<file path="src/rtl/obc_pkg.sv">
package obc_pkg;
   localparam int unsigned OBC_CODE_W = 8;
   localparam logic [OBC_CODE_W-1:0] OBC_MID_CODE = 8'h80;
endpackage

</file>
<file path="src/rtl/obc_err_scale.sv">
module obc_err_scale #(
   parameter int unsigned SAMPLE_W = 12,
   parameter int unsigned CODE_W   = 8,
   parameter int unsigned SHIFT_K  = 3
) (
   input  logic [SAMPLE_W-1:0]      sample_i,
   input  logic [CODE_W-1:0]        target_i,
   output logic signed [SAMPLE_W:0] step_o
);
   localparam int unsigned PAD   = SAMPLE_W - CODE_W;
   localparam int unsigned ERR_W = SAMPLE_W + 1;

   logic signed [ERR_W-1:0] tgt_al;
   logic signed [ERR_W-1:0] smp_ext;
   logic signed [ERR_W-1:0] err;

   assign tgt_al  = {1'b0, target_i, {PAD{1'b0}}};
   assign smp_ext = {1'b0, sample_i};
   assign err     = tgt_al - smp_ext;

   generate
      if (SHIFT_K == 0) begin : g_noshift
         assign step_o = err;
      end else begin : g_shift
         assign step_o = err >>> SHIFT_K;
      end
   endgenerate
endmodule

</file>
<file path="src/rtl/obc_accum.sv">
module obc_accum #(
   parameter int unsigned ACC_W = 16,
   parameter int unsigned IN_W  = 13
) (
   input  logic                    clk,
   input  logic                    rst,
   input  logic                    add_en,
   input  logic signed [IN_W-1:0]  step_i,
   output logic signed [ACC_W-1:0] acc_o
);
   localparam int unsigned SUM_W = ACC_W + 1;
   localparam int unsigned EXT   = SUM_W - IN_W;

   logic signed [ACC_W-1:0] acc_q;
   logic signed [SUM_W-1:0] sum;
   logic signed [ACC_W-1:0] acc_sat;
   logic signed [ACC_W-1:0] pos_rail;
   logic signed [ACC_W-1:0] neg_rail;

   assign pos_rail = {1'b0, {(ACC_W-1){1'b1}}};
   assign neg_rail = {1'b1, {(ACC_W-1){1'b0}}};
   assign sum = {acc_q[ACC_W-1], acc_q} + {{EXT{step_i[IN_W-1]}}, step_i};

   always_comb begin
      if (sum[SUM_W-1] != sum[SUM_W-2]) begin
         acc_sat = sum[SUM_W-1] ? neg_rail : pos_rail;
      end else begin
         acc_sat = sum[ACC_W-1:0];
      end
   end

   always_ff @(posedge clk) begin
      if (rst) begin
         acc_q <= '0;
      end else if (add_en) begin
         acc_q <= acc_sat;
      end
   end

   assign acc_o = acc_q;
endmodule

</file>
<file path="src/rtl/obc_line_sel.sv">
module obc_line_sel #(
   parameter int unsigned SKIP_W = 4
) (
   input  logic              clk,
   input  logic              rst,
   input  logic              tick_i,
   input  logic [SKIP_W-1:0] skip_i,
   output logic              sel_o
);
   logic [SKIP_W-1:0] cnt_q;

   always_ff @(posedge clk) begin
      if (rst) begin
         cnt_q <= '0;
      end else if (tick_i) begin
         if (cnt_q >= skip_i) begin
            cnt_q <= '0;
         end else begin
            cnt_q <= cnt_q + 1'b1;
         end
      end
   end

   assign sel_o = (cnt_q == '0);
endmodule

</file>
<file path="src/rtl/obclamp_ctrl.sv">
module obclamp_ctrl #(
   parameter int unsigned SAMPLE_W = 12,
   parameter int unsigned CODE_W   = obc_pkg::OBC_CODE_W,
   parameter int unsigned ACC_W    = 16,
   parameter int unsigned SHIFT_K  = 3,
   parameter int unsigned SKIP_W   = 4
) (
   input  logic                clk,
   input  logic                rst,
   input  logic [SAMPLE_W-1:0] sample_i,
   input  logic                window_i,
   input  logic                loop_en_i,
   input  logic [CODE_W-1:0]   target_i,
   input  logic [SKIP_W-1:0]   skip_i,
   output logic [CODE_W-1:0]   dac_code_o
);
   localparam int unsigned ERR_W = SAMPLE_W + 1;

   generate
      if (SAMPLE_W <= CODE_W) begin : g_bad_width
         $error("obclamp_ctrl: SAMPLE_W must exceed CODE_W");
      end
      if (ACC_W < ERR_W || ACC_W < CODE_W) begin : g_bad_acc
         $error("obclamp_ctrl: ACC_W too narrow");
      end
      if (SHIFT_K > 7) begin : g_bad_shift
         $error("obclamp_ctrl: SHIFT_K must fit in 3 bits");
      end
   endgenerate

   logic                    win_q;
   logic                    win_fall;
   logic                    line_sel;
   logic signed [ERR_W-1:0] step;
   logic signed [ACC_W-1:0] acc_q;
   logic [CODE_W-1:0]       acc_code;
   logic [CODE_W-1:0]       dac_q;

   always_ff @(posedge clk) begin
      if (rst) begin
         win_q <= 1'b0;
      end else begin
         win_q <= window_i;
      end
   end

   assign win_fall = win_q & ~window_i;

   obc_err_scale #(
      .SAMPLE_W(SAMPLE_W),
      .CODE_W  (CODE_W),
      .SHIFT_K (SHIFT_K)
   ) err_i (
      .sample_i(sample_i),
      .target_i(target_i),
      .step_o  (step)
   );

   obc_accum #(
      .ACC_W(ACC_W),
      .IN_W (ERR_W)
   ) acc_i (
      .clk   (clk),
      .rst   (rst),
      .add_en(window_i & loop_en_i),
      .step_i(step),
      .acc_o (acc_q)
   );

   obc_line_sel #(
      .SKIP_W(SKIP_W)
   ) sel_i (
      .clk   (clk),
      .rst   (rst),
      .tick_i(win_fall),
      .skip_i(skip_i),
      .sel_o (line_sel)
   );

   assign acc_code = {~acc_q[ACC_W-1], acc_q[ACC_W-2 -: CODE_W-1]};

   always_ff @(posedge clk) begin
      if (rst) begin
         dac_q <= obc_pkg::OBC_MID_CODE;
      end else if (!loop_en_i) begin
         dac_q <= target_i;
      end else if (win_fall && line_sel) begin
         dac_q <= acc_code;
      end
   end

   assign dac_code_o = dac_q;
endmodule

</file>
<file path="config.mk">
export PLATFORM = sky130hd
export DESIGN_NAME = obclamp_ctrl
export DESIGN_NICKNAME = d
export VERILOG_FILES = /design/src/rtl/obc_pkg.sv /design/src/rtl/obc_err_scale.sv /design/src/rtl/obc_accum.sv /design/src/rtl/obc_line_sel.sv /design/src/rtl/obclamp_ctrl.sv
export SDC_FILE = /design/constraint.sdc
export NUM_CORES = 1
export LEC_CHECK = 0
export BUFFER_PORTS_ARGS = -buffer_cell sky130_fd_sc_hd__buf_2
export CORE_ASPECT_RATIO = 1.5
export CORE_UTILIZATION = 37
export DETAILED_ROUTE_END_ITERATION = 16
export GPL_TIMING_DRIVEN = 0
export PLACE_DENSITY = 0.65
export SLEW_MARGIN = 20
export SYNTH_ARGS = -nofsm -noshare
export SYNTH_HDL_FRONTEND = slang
export SYNTH_SLANG_ARGS = --single-unit
</file>
<file path="constraint.sdc">
create_clock -name clk -period 9.53 [get_ports clk]
set_input_delay 1.4295 -clock clk [delete_from_list [all_inputs] [get_ports clk]]
set_output_delay 1.4295 -clock clk [all_outputs]
set_load 0.02 [all_outputs]
</file>
### Word-level counts from Yosys, hierarchy flattened

Cells that the tools add are included.

* bits in registers: 29
* input bits: 28
* logic and storage cells: 21

* add/sub/neg operators: 3
* $lt $le $gt $ge: 1
* equal/unequal tests: 2
* muxes and demuxes: 5
* bitwise gates (word level): 4
* reduce and logical (&&, ||, !) cells: 2

Operators by type and width (count)
* $mux W16: 2
* $add A16 B10 Y17: 1
* $mux W8: 2
* $sub A12 B12 Y13: 1
* $add A4 B1 Y4 const B: 1
* $ge A4 B4 Y1: 1
* $logic_not A4 Y1: 1
* $mux W4: 1
* $and A1 B1 Y1: 2
* $ne A2 B1 Y1 const B: 1
* $not A1 Y1: 2
* $logic_and A1 B1 Y1: 1
* $ne A1 B1 Y1: 1

### Logic depth before layout (Yosys ltp)

* word-level depth: 5
* depth in mapped cells: 17
* mapped depth without buffers: 16

### By module

From an unflattened synthesis, not the netlist that was laid out.

* cells, all modules: 313
* area, all modules: 2746.4 um2

By module, submodules not included
* obc_accum: times used 1, cells an instance 171, area an instance 1452.6 um2, seq. area each 320.3 um2
* obclamp_ctrl: times used 1, cells an instance 51, area an instance 505.5 um2, seq. area each 180.2 um2
* obc_err_scale: times used 1, cells an instance 55, area an instance 454.2 um2, seq. area each 0.0 um2
* obc_line_sel: times used 1, cells an instance 36, area an instance 334.1 um2, seq. area each 80.1 um2

### Least setup slack after synthesis

OpenSTA, ideal clock, no wires.

* path type: input -> register
* start: input sample_i[4]
* end: register acc_i.acc_q[1] (netlist: acc_i.acc_o[1])
* setup time: 0.147 ns
* arrival: 4.711 ns
* path slack: 4.673 ns
* cell stages on the path: 16
* cell sequence: inv_1 -> ha_1 -> a21oi_1 -> o21bai_1 -> a211oi_1 -> o21bai_1 -> a21oi_1 -> o21a_1 -> ha_1 -> a21o_1 -> a21oi_2 -> or3b_1 -> o21ai_4 -> xor2_4 -> maj3_2 -> a211oi_2

* cells in the longest elaborated chain, start to end: 4
* elaborated cells between the ends (all ways): 5
* classes of those cells: 2 x add/sub; 1 x eq/ne; 2 x mux

RTL lines
* start, declared: line obclamp_ctrl.sv:10 `input logic [SAMPLE_W-1:0] sample_i,`
* $sub A12 B12 Y13 (*): line obc_err_scale.sv:19 `assign err = tgt_al - smp_ext;`
* $add A16 B10 Y17 (*): line obc_accum.sv:22 `assign sum = {acc_q[ACC_W-1], acc_q} + {{EXT{step_i[IN_W-1]}}, step_i};`
* $mux W16 / $ne A1 B1 Y1 (equally long branches): line obc_accum.sv:26, obc_accum.sv:25
* $mux W16 (*): line obc_accum.sv:25 `if (sum[SUM_W-1] != sum[SUM_W-2]) begin`
* end signal, assigned: line obc_accum.sv:36 `acc_q <= acc_sat;`
* end, declared: line obc_accum.sv:14 `logic signed [ACC_W-1:0] acc_q;`

Every way passes the cells marked *; elsewhere a longest branch is shown, timed or not.
A chain may end at the register's enable or synchronous reset.

### Worst setup path after layout

Same ends and word-level chain as after synthesis.

==> results.sh <==
export IMPL_critPathMaxFanout=10
export IMPL_netlist_top_cells_count="nor2_1 (42), a21oi_1 (33), ha_1 (32), dfxtp_1 (29), inv_1 (21)"
export IMPL_cts_max_path_buffers=2
export IMPL_slowest_delay_ns=0.43
export IMPL_p_leak_nw=1.34
export IMPL_overflow=0
export IMPL_drive_above_1_share=0.210
export IMPL_ioPinCount=36
export IMPL_netlist_top_cells_area="dfxtp_1 (22%), ha_1 (15%), a21oi_1 (6.2%), nor2_1 (6.0%), a211oi_2 (4.7%)"
export IMPL_fmax_mhz=194
export IMPL_finalMaxSlewViolations=0
export IMPL_r2r_slack_ns=6.65
export IMPL_antenna_found_initial=0
export IMPL_worst_pin_slew_ns=0.724
export IMPL_synth_most_common_cell="nor2_1"
export IMPL_dp_hpwl_mm=5.28
export IMPL_critPathSlowestCell="or3b_1"
export IMPL_p_per_area_nw_per_um2=171
export IMPL_finalCriticalPeriod_ns=5.15
export IMPL_synth_fp_nets=376
export IMPL_crit_type="input pin to flip-flop"
export IMPL_cp_required_ns=9.67
export IMPL_maxCapViolCount=0
export IMPL_syn_inst=315
export IMPL_critPathLaunchType="input pin"
export IMPL_synth_edf_count=0
export IMPL_dieArea_sq_um=7500
export IMPL_synth_ff_type="dfxtp_1"
export IMPL_syn_to_final_growth_pct=13.9
export IMPL_vias=2353
export IMPL_port_buffers=34
export IMPL_cts_setup_buffers=0
export IMPL_grt_start_max_net_pins=11
export IMPL_multi_input_area_sq_um=1930
export IMPL_rsz0062_at_grt="no"
export IMPL_power_mw=0.517
export IMPL_ir_drop_uv=109
export IMPL_yosysWarningCount=0
export IMPL_r2r_cells=11
export IMPL_setup_viol_count_final=0
export IMPL_grt_pass1_vias=2378
export IMPL_hold_path_depth=2
export IMPL_antenna_cells=0
export IMPL_synth_area_sq_um=2650
export IMPL_detail_route_antenna_nets=0
export IMPL_crit_top_cell="a21oi_1"
export IMPL_synth_area_per_cell_sq_um=8.40
export IMPL_async_flop_share=0
export IMPL_seqCellArea_sq_um=581
export IMPL_clock_latency_ns=0.29
export IMPL_fin_skew_ns=0.00929
export IMPL_htree_levels=2
export IMPL_max_slew_margin=0.517
export IMPL_start_util=0.384
export IMPL_rows=37
export IMPL_nNetsFinal=417
export IMPL_cts_tree="done"
export IMPL_fillers=697
export IMPL_synth_area_leader_cell="dfxtp_1"
export IMPL_globalplace_congestion=0.812
export IMPL_whs_ns=0.481
export IMPL_wirelength_mm=6.43
export IMPL_core_area_sq_um=6900
export IMPL_cp_end_kind="flip-flop"
export IMPL_finalCritPeriodShare=0.541
export IMPL_holdPathEnd="dac_code_o[1]$_SDFFE_PP0P_"
export IMPL_intPower_mw=0.310
export IMPL_synth_seq_area_share=0.219
export IMPL_synth_distinct_cells=53
export IMPL_ys_seq_elements=29
export IMPL_drc=0
export IMPL_switching_share=0.401
export IMPL_worstHoldStart="dac_code_o[1]$_SDFFE_PP0P_"
export IMPL_fin_setup_tns_ns=0
export IMPL_die_y_um=106
export IMPL_stdcell_area_sq_um=3020
export IMPL_rr_startpoint="acc_i.acc_o[0]$_SDFFE_PP0P_"
export IMPL_grt_pass1_wl_mm=10.6
export IMPL_p_seq_frac=0.272
export IMPL_clock_sinks=29
export IMPL_hold_path_class="flip-flop to flip-flop"
export IMPL_r2r_end="acc_i.acc_o[6]$_SDFFE_PP0P_"
export IMPL_cts_root_buf="clkbuf_8"
export IMPL_place_area_sq_um=2910
export IMPL_status="finished, final reports clean"
export IMPL_die_w_um=71.1
export IMPL_critPathArrivalTime_ns=5.30
export IMPL_p_sw_mw=0.207
export IMPL_cts_resized=0
export IMPL_grt_usage=0.184
export IMPL_drt_iter0_markers=60
export IMPL_first_pass_iters=6
export IMPL_cts_made_buffers=5
export IMPL_clkTransAtPathRegs_ns=0.07
export IMPL_cp_cell_sequence="buf_2 > inv_1 > ha_1 > a21oi_1 > o21bai_1 > a211oi_1 > o21bai_1 > a21oi_1 > o21a_1 > ha_1 > buf_6 > a21oi_1 > o21ai_1 > or3b_1 > o21ai_4 > xor2_4 > maj3_2 > a211oi_2"
export IMPL_clkPwrFrac=0.225
export IMPL_hold_viol_final=0
export IMPL_hold_buffers=0
export IMPL_pwr_share_comb=0.503
export IMPL_final_util=0.437
export IMPL_wl_per_cell_um=14.8
export IMPL_netlist_area_leader_share=0.219
export IMPL_viasPerCell=5.41
[power groups by stage]
stage          combinational (mW)  sequential, mW  clock (mW)
2_1_floorplan               0.206           0.142           0
3_3_place_gp                0.254           0.143           0
3_5_place_dp                0.259           0.143           0
4_1_cts                     0.261           0.141       0.117
5_1_grt                     0.287           0.142       0.123
6_report                    0.260           0.141       0.116
[cell families after synthesis]
group,synth area share
AND/OR/NAND/NOR,0.150
AO/OA/AOI/OAI,0.259
buffers and inverters,0.0506
flip-flops,0.219
multiplexers,0.0303
adder cells (fa/ha/maj),0.201
XOR/XNOR,0.0894
[routing by layer]
layer  part of all wire  vias to the layer above  track usage
met5                  0                        -            0
met4              0.041                        0       0.0986
met3              0.018                       21       0.0315
met2               0.54                       36        0.345
met1               0.40                     1087        0.188
li1                   -                     1209            -
[critical path, delay by kind of cell]
| kind | cells | cell delay [ns] |
|---|---|---|
| XOR/XNOR | 1 | 0.37 |
| buffers and inverters | 3 | 0.26 |
| AND/OR/NAND/NOR | 1 | 0.43 |
| adder cells (fa/ha/maj) | 3 | 0.93 |
| AO/OA/AOI/OAI | 10 | 1.86 |
[cell usage in the layout (no fill, tap or decap), drive strengths merged, types with 13 or more instances in the layout]
master / count
dfxtp: 29
o21ai: 14
ha: 32
clkbuf: 16
a211oi: 18
xnor2: 13
nor2: 42
a21oi: 34
buf: 37
inv: 21
[stage by stage]
step / std cells / worst slack, ns
final: 435 / 4.38
after global routing: 435 / 4.10
after CTS: 435 / 4.38
after detailed placement: 427 / 4.09
after global placement: 427 / 4.12
after floorplan: 315 / 4.67
[flip-flops by register name, summed over array words and instances, names as in the netlist]
signal       count
acc_i.acc_o     16
dac_code_o       8
sel_i.cnt_q      4
win_q            1
[worst max path at each step]
stage	startpoint	endpoint	slack, ns	depth (start not counted)
floorplan	sample_i[4]	acc_i.acc_o[1]$_SDFFE_PP0P_	4.67	16
global placement	sample_i[4]	acc_i.acc_o[1]$_SDFFE_PP0P_	4.12	18
detailed placement	sample_i[4]	acc_i.acc_o[1]$_SDFFE_PP0P_	4.09	18
CTS	sample_i[4]	acc_i.acc_o[1]$_SDFFE_PP0P_	4.38	18
global route	sample_i[2]	acc_i.acc_o[1]$_SDFFE_PP0P_	4.10	17
finish	sample_i[4]	acc_i.acc_o[1]$_SDFFE_PP0P_	4.38	18
[final cells by class]
cell class | instances | area share
Buffer | 12 | 0.0183
Clock buffer | 7 | 0.0320
Clock inverter | 1 | 0.00166
Inverter | 21 | 0.0261
Multi-Input combinational cell | 253 | 0.641
Sequential cell | 29 | 0.193
Tap cell | 78 | 0.0324
Timing Repair Buffer | 34 | 0.0564
(Power assumes the default switching activity.)
